$ cat src/rtl/wp_pkg.sv
package wp_pkg;
   typedef enum logic {
      HALF_UPPER = 1'b0,
      HALF_LOWER = 1'b1
   } half_e;

   localparam int unsigned LANES = 2;
endpackage

$ cat src/rtl/wp_word_buf.sv
module wp_word_buf #(
   parameter int unsigned NARROW_W = 16,
   localparam int unsigned WIDE_W  = NARROW_W * wp_pkg::LANES
) (
   input  logic                clk,
   input  logic                rst,
   input  logic                clr,
   input  logic                load_hi,
   input  logic                load_lo,
   input  logic                zero_lo,
   input  logic [NARROW_W-1:0] din,
   output logic [WIDE_W-1:0]   word
);
   logic [wp_pkg::LANES-1:0] lane_we;
   logic [wp_pkg::LANES-1:0] lane_zero;

   always_comb begin
      lane_we   = '0;
      lane_zero = '0;
      lane_we[wp_pkg::LANES-1] = load_hi;
      lane_we[0]               = load_lo | zero_lo;
      lane_zero[0]             = zero_lo;
   end

   for (genvar g = 0; g < wp_pkg::LANES; g++) begin : g_lane
      logic [NARROW_W-1:0] lane_q;
      always_ff @(posedge clk) begin
         if (rst || clr)        lane_q <= '0;
         else if (lane_we[g])   lane_q <= lane_zero[g] ? '0 : din;
      end
      assign word[g*NARROW_W +: NARROW_W] = lane_q;
   end

   // a flushed upper-only word carries a zero lower half
   a_r2_lower_zeroed: assert property (@(posedge clk) disable iff (rst)
      zero_lo |=> (word[NARROW_W-1:0] == '0));
endmodule

$ cat src/rtl/wp_dest_ptr.sv
module wp_dest_ptr #(
   parameter int unsigned ADDR_W = 8
) (
   input  logic              clk,
   input  logic              rst,
   input  logic              load,
   input  logic [ADDR_W-1:0] base,
   input  logic              adv,
   output logic [ADDR_W-1:0] ptr
);
   always_ff @(posedge clk) begin
      if (rst)       ptr <= '0;
      else if (load) ptr <= base;
      else if (adv)  ptr <= ptr + 1'b1;
   end
endmodule

$ cat src/rtl/wp_pack_ctl.sv
module wp_pack_ctl
   import wp_pkg::*;
(
   input  logic clk,
   input  logic rst,
   input  logic start,
   input  logic in_valid,
   input  logic in_last,
   output logic in_ready,
   output logic load_hi,
   output logic load_lo,
   output logic zero_lo,
   output logic wr_en,
   output logic done
);
   half_e half_q;
   logic  pend_q, fin_q, done_q;
   logic  accept;

   assign in_ready = !pend_q && !start;
   assign accept   = in_valid && in_ready;
   assign load_hi  = accept && (half_q == HALF_UPPER);
   assign load_lo  = accept && (half_q == HALF_LOWER);
   assign zero_lo  = load_hi && in_last;
   assign wr_en    = pend_q;
   assign done     = done_q;

   always_ff @(posedge clk) begin
      if (rst || start) begin
         half_q <= HALF_UPPER;
         pend_q <= 1'b0;
         fin_q  <= 1'b0;
         done_q <= 1'b0;
      end else begin
         done_q <= pend_q && fin_q;
         if (pend_q) pend_q <= 1'b0;
         if (accept) begin
            if (half_q == HALF_UPPER) begin
               if (in_last) begin
                  pend_q <= 1'b1;
                  fin_q  <= 1'b1;
               end else begin
                  half_q <= HALF_LOWER;
               end
            end else begin
               pend_q <= 1'b1;
               fin_q  <= in_last;
               half_q <= HALF_UPPER;
            end
         end
      end
   end

   // a completed word is written on the next cycle
   a_r4_write_after_fill: assert property (@(posedge clk) disable iff (rst)
      (accept && (half_q == HALF_LOWER || in_last)) |=> wr_en);
   // a word is written once and the port then reopens
   a_r5_single_write: assert property (@(posedge clk) disable iff (rst)
      wr_en |=> !wr_en);
   // done only follows a write
   a_r6_done_after_write: assert property (@(posedge clk) disable iff (rst)
      done |-> $past(wr_en));
   a_r6_done_pulse: assert property (@(posedge clk) disable iff (rst)
      done |=> !done);
   // start cancels anything in flight
   a_r7_start_quiet: assert property (@(posedge clk) disable iff (rst)
      start |=> (!wr_en && !done));
endmodule

$ cat src/rtl/wp_packer.sv
module wp_packer #(
   parameter int unsigned NARROW_W = 16,
   parameter int unsigned ADDR_W   = 8,
   localparam int unsigned WIDE_W  = NARROW_W * wp_pkg::LANES
) (
   input  logic                clk,
   input  logic                rst,
   input  logic                start,
   input  logic [ADDR_W-1:0]   base_addr,
   input  logic                in_valid,
   output logic                in_ready,
   input  logic [NARROW_W-1:0] in_data,
   input  logic                in_last,
   output logic                wr_en,
   output logic [ADDR_W-1:0]   wr_addr,
   output logic [WIDE_W-1:0]   wr_data,
   output logic                done
);
   if (NARROW_W < 1) begin : g_bad_width
      $error("wp_packer: NARROW_W must be at least 1");
   end
   if (ADDR_W < 1 || ADDR_W > 32) begin : g_bad_addr
      $error("wp_packer: ADDR_W must be in 1..32");
   end

   logic load_hi, load_lo, zero_lo;

   wp_pack_ctl u_ctl (
      .clk      (clk),
      .rst      (rst),
      .start    (start),
      .in_valid (in_valid),
      .in_last  (in_last),
      .in_ready (in_ready),
      .load_hi  (load_hi),
      .load_lo  (load_lo),
      .zero_lo  (zero_lo),
      .wr_en    (wr_en),
      .done     (done)
   );

   wp_word_buf #(.NARROW_W(NARROW_W)) u_buf (
      .clk     (clk),
      .rst     (rst),
      .clr     (start),
      .load_hi (load_hi),
      .load_lo (load_lo),
      .zero_lo (zero_lo),
      .din     (in_data),
      .word    (wr_data)
   );

   wp_dest_ptr #(.ADDR_W(ADDR_W)) u_ptr (
      .clk  (clk),
      .rst  (rst),
      .load (start),
      .base (base_addr),
      .adv  (wr_en),
      .ptr  (wr_addr)
   );

   // consecutive writes land on consecutive addresses
   a_r3_addr_step: assert property (@(posedge clk) disable iff (rst)
      (wr_en && !start) |=> (wr_addr == ADDR_W'($past(wr_addr) + 1'b1)));
   // no input accepted while a wide word waits
   a_r5_ready_blocked: assert property (@(posedge clk) disable iff (rst)
      wr_en |-> !in_ready);
endmodule

$ cat config.mk
export PLATFORM = sky130hd
export DESIGN_NAME = wp_packer
export DESIGN_NICKNAME = d
export VERILOG_FILES = /design/src/rtl/wp_pkg.sv /design/src/rtl/wp_word_buf.sv /design/src/rtl/wp_dest_ptr.sv /design/src/rtl/wp_pack_ctl.sv /design/src/rtl/wp_packer.sv
export SDC_FILE = /design/constraint.sdc
export NUM_CORES = 1
export LEC_CHECK = 0
export BUFFER_PORTS_ARGS = -buffer_cell sky130_fd_sc_hd__buf_2
export CORE_UTILIZATION = 30
export DETAILED_ROUTE_END_ITERATION = 12
export SETUP_SLACK_MARGIN = 0.5
export SYNTH_ARGS = -nofsm -noshare
export SYNTH_HDL_FRONTEND = slang
export SYNTH_SLANG_ARGS = --single-unit
export TNS_END_PERCENT = 50
$ cat constraint.sdc
create_clock -name clk -period 3.7 [get_ports clk]
set_clock_uncertainty 0.15 [all_clocks]
set_input_delay 0.185 -clock clk [delete_from_list [all_inputs] [get_ports clk]]
set_output_delay 0.185 -clock clk [all_outputs]
set_load 0.02 [all_outputs]
==> impl_results.rst, run 1 <==
.. list-table::
   :header-rows: 1

   * - Metric
     - Value
   * - Run status
     - completed
   * - Largest net degree at the start of global routing
     - 25
   * - TritonCTS clock tree
     - done
   * - Clock-pin slew of the registers on the worst-case setup and hold paths
     - 0.08 ns
   * - Share of the synthesized netlist area taken by xor and xnor gates
     - 0.0206
   * - Crit path required time
     - around 3.8 ns
   * - Setup-violating endpoint count in the final report
     - 0
   * - Leading post-synthesis cells by cell area
     - dfxtp_1 (52%), nand2_1 (9.7%), a21oi_1 (7.6%), a22o_1 (5.1%), o21ai_0 (2.3%)
   * - Layout cells sized above 1
     - 0.297
   * - Number of antenna diodes
     - 0
   * - Fraction of post-synthesis cell area in the top cell type by area
     - 0.517
   * - Wirelength per Cell
     - roughly 13 um
   * - Area of the multi-input gates
     - 746 um^2
   * - Clock tree sinks
     - 44
   * - Critical path origin
     - u_ctl.wr_en
   * - Maximum clock frequency
     - 0.487 GHz
   * - Root buffer cell
     - clkbuf_8
   * - Antenna-violating nets left
     - 0
   * - RSZ-0062 raised after global routing
     - no
   * - Hold Path Class
     - input port to flop
   * - Post-synthesis cell count
     - between 150 and 200
   * - Synthesis-to-layout area growth
     - 41.1%
   * - Power density of the placed cells
     - 400 nW/um^2
   * - Maxcap violations
     - 0
   * - Critical path type
     - flop to flop
   * - Antenna violations before repair
     - 0
   * - CORE AREA
     - 5510 um^2
   * - Commonest cells after routing, fill and taps aside
     - buf_2 (71), nand2_1 (44), dfxtp_1 (44), a21oi_1 (26), dlygate4sd3_1 (21)
   * - Num rows
     - 27
   * - Cell type contributing the most total cell area after synthesis
     - dfxtp_1
   * - Share of cell area taken by muxes after synthesis
     - 0.00661
   * - Detailed-route vias per instance
     - 4.55
   * - Worst slew margin
     - 0.359
   * - Total length of routed wires
     - 4.62 mm
   * - Finished layout cell area
     - 2400 um^2
   * - Remaining routing DRC violations
     - 0
   * - Synth Warn #
     - 0
   * - Post-synthesis cell area
     - 1700 um^2
   * - Total of cells resized after clock tree synthesis
     - 0
   * - Post-detailed-placement cell area
     - roughly 2100 um^2
   * - Num CTS Buffers
     - 5
   * - Period minus WS final
     - 2.05 ns
   * - Number of enable-type register cells in the synthesized netlist
     - 0
   * - Horizontal extent of the die
     - 77.4 um
   * - Pins Over Slew Limit
     - 0
   * - Simple logic cell fraction of the synthesized area
     - 0.206
   * - Quantity of hold-fixing buffers added after cts
     - 21
   * - Die Y-Extent
     - 77.4 um
   * - Starting density of the core
     - 0.309
   * - Global-route congestion overflow total
     - 0
   * - Sequential cell area
     - 881 um^2
   * - Main synth FF type
     - dfxtp_1
   * - Worst Min Path Start
     - base_addr[5]
   * - Synthesized net count
     - between 200 and 250
   * - Total global-route track usage
     - 0.157
   * - Number of register bits inferred by synthesis
     - 44
   * - Routability cong.
     - 0.731
   * - Via total after detailed routing
     - 1596
   * - Area enclosed by the die boundary
     - 5990 um^2
   * - Actual transition at the worst max-transition pin
     - 0.957 ns
   * - Boundary pin count
     - approximately 70
   * - VDD IR max
     - 0.000165 V
   * - Post-CTS setup buffers
     - 0
   * - Fillers
     - 572
   * - Fraction of registers with async set/reset
     - 0
   * - Element type at the critical path end
     - flop
   * - Static power due to leakage
     - 1.05 nW
   * - H-tree depth
     - 2
   * - Post-layout nets
     - just over 300
   * - Global-route wire length before repair
     - 7.25 mm
   * - Dominant combinational cell family by area after synthesis
     - simple AND/OR/NAND/NOR gates
   * - Final-report hold violation count
     - 0
   * - CP Launch Type
     - flop
   * - Accumulated negative setup slack
     - 0 ns
   * - Startpoint of the lowest-slack register-to-register path
     - u_ctl.wr_en
   * - Share of synthesized cell area in full adder, half adder and majority cells
     - 0.00734
   * - Endpoint arrival time on the critical path
     - 2.14 ns
   * - HPWL Detailed
     - 2.92 mm
   * - Netlist cell types
     - 35
   * - Most common cell after layout, fill and taps aside
     - buf_2
   * - Buffer depth of the longest clock path
     - 2
   * - Sequential element share of the synthesized area
     - 0.517
   * - Worst-path fanout max
     - 18
   * - Final clock period utilization by the worst path
     - 0.554
   * - First drt pass iteration count
     - 4
   * - First DRT Iteration DRCs
     - roughly 110
   * - Via count of the first global-routing pass
     - 1480
   * - Clock latency on the worst-skew pair
     - approximately 0.29 ns
   * - Port Buffers
     - 71
   * - Synth Area in Compound Gates
     - 0.197
   * - Mean instance size in the synthesized netlist
     - 8.88 um^2
[cells by family (layout without fill, tap and decap cells)]
kind of cell               count (synthesis)  after routing
DFF                                       44             44
adders and majority gates                  1              1
xor gates and xnor gates                   4              4
buffers and inverters                     16            103
muxes                                      1              1
and+or+nand+nor                           72             72
AOI/OAI and AO/OA                         54             54
[state kept, by name (all words and copies together) (netlist names)]
name and flops:
u_ctl.fin_q 1, u_ctl.wr_en 1, u_ctl.done 1, u_buf.g_lane.lane_q 32
u_ptr.ptr 8, u_ctl.half_q 1
[layout make-up]
type | count | share of cell area
clock buffers | 6 | 0.0302
clock inverters | 2 | 0.0146
inverters | 2 | 0.00312
multi-input cells | 132 | 0.310
flip-flops and latches | 44 | 0.366
well taps | 72 | 0.0375
repair buffers | 93 | 0.238
[worst max-delay path, stage by stage (launching register included)]
cell and delay, ns:
dfxtp_1 0.50, nor4bb_1 0.41, nor2b_1 0.67, a22o_1 0.26
[path summary, 6_finish.rpt]
path / end / cells past startpoint / slack [ns]
hold / removal: u_ptr.ptr[5] / 3 / 0.02
hold reg to reg: u_buf.g_lane[1].lane_q[13] / 2 / 0.31
setup / recovery: u_buf.g_lane[0].lane_q[15] / 3 / 1.65
setup reg to reg: u_buf.g_lane[0].lane_q[15] / 3 / 1.65
[where the power goes]
part	internal (mW)	switching (mW)	total [mW]
clock	0.200	0.160	0.360
sequential	0.484	0.0108	0.495
combinational	0.0475	0.0594	0.107
[layer usage]
| layer | global-route usage | wire length (um) | vias up |
|---|---|---|---|
| met3 | 0.0459 | 238 | 2 |
| li1 | - | - | 834 |
| met2 | 0.252 | 2200 | 45 |
| met5 | 0 | 0 | - |
| met4 | 0.0660 | 41 | 0 |
| met1 | 0.196 | 2140 | 715 |
[through the flow]
stage | setup WS [ns] | utilization | std cells | power (mW) | hold WS [ns]
2_1_floorplan | 2.06 | - | 192 | 0.558 | 0.168
3_3_place_gp | 1.73 | 0.379 | 322 | 0.595 | 0.271
3_5_place_dp | 1.67 | 0.379 | 322 | 0.596 | 0.275
4_1_cts | 1.63 | 0.437 | 351 | 0.976 | 0.0128
5_1_grt | 1.46 | 0.437 | 351 | 1.01 | 0.0118
6_report | 1.65 | 0.437 | 351 | 0.962 | 0.0180
[synthesized netlist by cell type (2+ instances only)]
cell type  instances
dfxtp_1           44
a22o_1            10
inv_1              2
a211oi_1           3
buf_2              5
o21ai_0            8
nor3b_1            2
or3_1              3
nand4_1            3
nor2_1             7
or4b_1             2
a21oi_1           26
xor2_1             4
clkbuf_1           7
nand3_1            3
nand2_1           44
Note: power is estimated with default switching activity, not from simulation.
==> run 2, diff against run 1 <==
==> constraint.sdc (replaced) <==
create_clock -name clk -period 2 [get_ports clk]
set_clock_uncertainty 0.15 [all_clocks]
set_input_delay 0.1 -clock clk [delete_from_list [all_inputs] [get_ports clk]]
set_output_delay 0.1 -clock clk [all_outputs]
set_load 0.02 [all_outputs]
==> run 2 against run 1 <==
Effect of this change: largest power group unchanged; clock-buffer cell count increased by 1; power increased by 89%; sequential power increased by 85%; cell area increased by 11%; die area unchanged; final cell count increased by 5.1%; register-to-register slack got worse by 1.1 ns; the run now ends with hold timing left.
==> impl_results.rst, run 2 (same netlist as run 1, synthesis figures left out) <==
.. list-table::
   :header-rows: 1

   * - Metric
     - Value
   * - Run status
     - finished, violations left
   * - Violations in the final reports
     - hold timing
   * - Remaining routing DRC violations
     - 0 (unchanged)
   * - Top register by number of flip-flops
     - u_buf.g_lane.lane_q
   * - Metal2 WL
     - 2.17 mm (-1.4%)
   * - Via count of the first global-routing pass
     - 1529 (+3.3%)
   * - Max reg flops
     - 32 (unchanged)
   * - Switching portion of total power
     - 0.251 (+0.0123)
   * - Clock tree sinks
     - 44 (unchanged)
   * - CP Launch Type
     - flop
   * - VDD IR max
     - 0.000318 V (+93%)
   * - Net Sw Power
     - 0.457 mW (+99%)
   * - Fillers
     - 535 (-6.5%)
   * - Endpoint arrival time on the critical path
     - 1.52 ns (-0.62 ns)
   * - Slowest cell on crit path
     - or3b_4
   * - Static power due to leakage
     - 1.15 nW (+10%)
   * - Final clock period utilization by the worst path
     - 0.747 (+0.192)
   * - Worst slew margin
     - 0.686 (+0.326)
   * - Horizontal extent of the die
     - 77.4 um (unchanged)
   * - Clock-pin slew of the registers on the worst-case setup and hold paths
     - 0.09 ns (about the same)
   * - Sequential cell area
     - 898 um^2 (+2.0%)
   * - Most common cell after layout, fill and taps aside
     - buf_2
   * - Hold Path Class
     - input port to flop
   * - Boundary pin count
     - 72 (unchanged)
   * - Global-route wire length before repair
     - 7.22 mm (-0.39%)
   * - Antenna-violating nets left
     - 0 (unchanged)
   * - Die Y-Extent
     - 77.4 um (unchanged)
   * - Element type at the critical path end
     - flop
   * - Power density of the placed cells
     - 684 nW/um^2 (+71%)
   * - Buffer depth of the longest clock path
     - 2 (unchanged)
   * - Synthesis-to-layout area growth
     - 56.0%
   * - Largest registers ranked by flip-flop count
     - u_buf.g_lane.lane_q (32), u_ptr.ptr (8)
   * - Family of cells with the greatest summed delay on the critical path
     - simple AND/OR/NAND/NOR gates
   * - Detailed-route vias per instance
     - 4.67 (+2.8%)
   * - Commonest cells after routing, fill and taps aside
     - buf_2 (71), nand2_1 (43), dfxtp_1 (38), dlygate4sd3_1 (27), a21oi_1 (26)
   * - Cell-by-cell listing of the critical path
     - buf_8, or3b_4, o21ai_1, a21oi_1
   * - Global-route congestion overflow total
     - 0 (unchanged)
   * - Final-report hold violation count
     - 1 (+1)
   * - Layout cells sized above 1
     - 0.377 (+0.0796)
   * - Final standard cell count with taps included and fillers excluded
     - 369 (+5.1%)
   * - Clock power share
     - 0.371 (-0.003)
   * - Seq pwr share
     - 0.503 (-0.011)
   * - Maxcap violations
     - 0 (unchanged)
   * - Crit path required time
     - 2.02 ns (-1.77 ns)
   * - Antenna violations before repair
     - 0 (unchanged)
   * - Num rows
     - 27 (unchanged)
   * - Period minus WS final
     - 1.49 ns (-0.558 ns)
   * - First DRT Iteration DRCs
     - 90 (-19%)
   * - Largest net degree at the start of global routing
     - 25 (unchanged)
   * - Area enclosed by the die boundary
     - 5990 um^2 (unchanged)
   * - Sum of routed wire segments on met1
     - 2.34 mm (+9.5%)
   * - Setup-violating endpoint count in the final report
     - 0 (unchanged)
   * - Worst Setup Slack, final
     - 0.506 ns (-1.14 ns)
   * - Pins Over Slew Limit
     - 0 (unchanged)
   * - CORE AREA
     - 5510 um^2 (unchanged)
   * - Critical path type
     - flop to flop
   * - Routability cong.
     - 0.707 (-3.2%)
   * - Total length of routed wires
     - 4.79 mm (+3.8%)
   * - Accumulated negative setup slack
     - 0 ns (unchanged)
   * - Hold Worst Slack
     - -0.00370 ns (-0.0217 ns)
   * - Pre-CTS WS
     - 0.276 ns (-1.39 ns)
   * - TritonCTS clock tree
     - done
   * - HPWL Detailed
     - 2.91 mm (-0.17%)
   * - Portion of total power attributed to combinational logic
     - 0.126 (+0.015)
   * - Starting density of the core
     - 0.309 (unchanged)
   * - Via total after detailed routing
     - 1725 (+8.1%)
   * - Number of buffers and inverters on the critical path
     - 1 (+1)
   * - Num CTS Buffers
     - 5 (unchanged)
   * - Maximum clock frequency
     - 0.669 GHz (+37%)
   * - Inst Count DP
     - 325 (+0.93%)
   * - Root buffer cell
     - clkbuf_8
   * - RSZ-0062 raised after global routing
     - yes
   * - Max incr delay on CP
     - 0.45 ns (-0.22 ns)
   * - First drt pass iteration count
     - 4 (unchanged)
   * - Worst-path fanout max
     - 7 (-11)
   * - Post-layout nets
     - 326 (+5.8%)
   * - H-tree depth
     - 2 (unchanged)
   * - Internal portion of total power
     - 1.36 mW (+86%)
   * - Wire length on met3
     - 257 um (+8.0%)
   * - Port Buffers
     - 71 (unchanged)
   * - Number of antenna diodes
     - 0 (unchanged)
   * - Wirelength per Cell
     - 13.0 um (-1.2%)
   * - Total global-route track usage
     - 0.153 (-0.00484)
   * - Area of the multi-input gates
     - 820 um^2 (+9.9%)
   * - Uppermost signal routing layer after detailed routing
     - met4
   * - Clock latency on the worst-skew pair
     - 0.30 ns (about the same)
   * - Actual transition at the worst max-transition pin
     - 0.471 ns (-0.485 ns)
==> run 2: cell types whose count changed in the layout (fill, tap and decap cells not counted), moves of 2 or more <==
cell | previous run | this run
dfxtp_2 | 0 | 2
buf_4 | 1 | 10
dfxtp_4 | 0 | 4
o21ai_0 | 8 | 2
or4b_4 | 0 | 2
o21ai_2 | 0 | 4
o21ai_1 | 0 | 2
dlygate4sd3_1 | 21 | 27
dfxtp_1 | 44 | 38
==> run 2: metal layers <==
layer | track usage | vias up
met4 | 0.0453 | 0
met5 | 0 | -
li1 | - | 881
met1 | 0.198 | 793
met2 | 0.236 | 48
met3 | 0.0541 | 3
==> run 2: path summary, 6_finish.rpt <==
check / from / endpoint / slack (ns) / depth (start not counted)
worst max-delay path: u_ctl.wr_en / u_buf.g_lane[0].lane_q[4] / 0.51 / 4
worst min-delay path: in_last / u_ctl.wr_en / -0.004 / 3
worst min register to register: u_buf.g_lane[1].lane_q[7] / u_buf.g_lane[1].lane_q[7] / 0.30 / 2
worst max register to register: u_ctl.wr_en / u_buf.g_lane[0].lane_q[4] / 0.51 / 4
==> run 2: tightest hold or removal path, cell delays in order <==
cell,delay [ns]
buf_2,0.12
nor2_4,0.07
nor3_1,0.11
==> run 2: area by class of cell <==
class                      count  share of cell area
inverter                       2             0.00282
tap                           72              0.0339
multi-input combinational    133               0.308
clock buffer                   7              0.0405
clock inverter                 1             0.00329
timing repair buffer         110               0.273
sequential                    44               0.338
==> run 2: repair_timing <==
item | 4_1_cts | 5_1_grt
hold endpoints to repair | 41 | 0
pin swaps | 0 | 8
endpoints found under the setup margin | 33 | 36
resized for setup | 3 | 28
setup buffers | 0 | 8
hold buffers | 27 | 0
cloned | 0 | 1
==> run 2: per-stage QoR <==
step / util / area [um^2] / total power [mW]
5_1_grt: 0.483 / 2660 / 1.89
2_1_floorplan: - / 1730 / 1.04
4_1_cts: 0.455 / 2510 / 1.82
6_report: 0.483 / 2660 / 1.82
3_3_place_gp: 0.384 / 2120 / 1.10
3_5_place_dp: 0.384 / 2120 / 1.10
==> run 2: power groups by stage <==
stage	registers [mW]	logic, mW	clock network (mW)
global placement	0.935	0.168	0
detailed placement	0.935	0.168	0
floorplan	0.955	0.0804	0
global route	0.918	0.251	0.725
finish	0.915	0.230	0.675
CTS	0.915	0.211	0.694
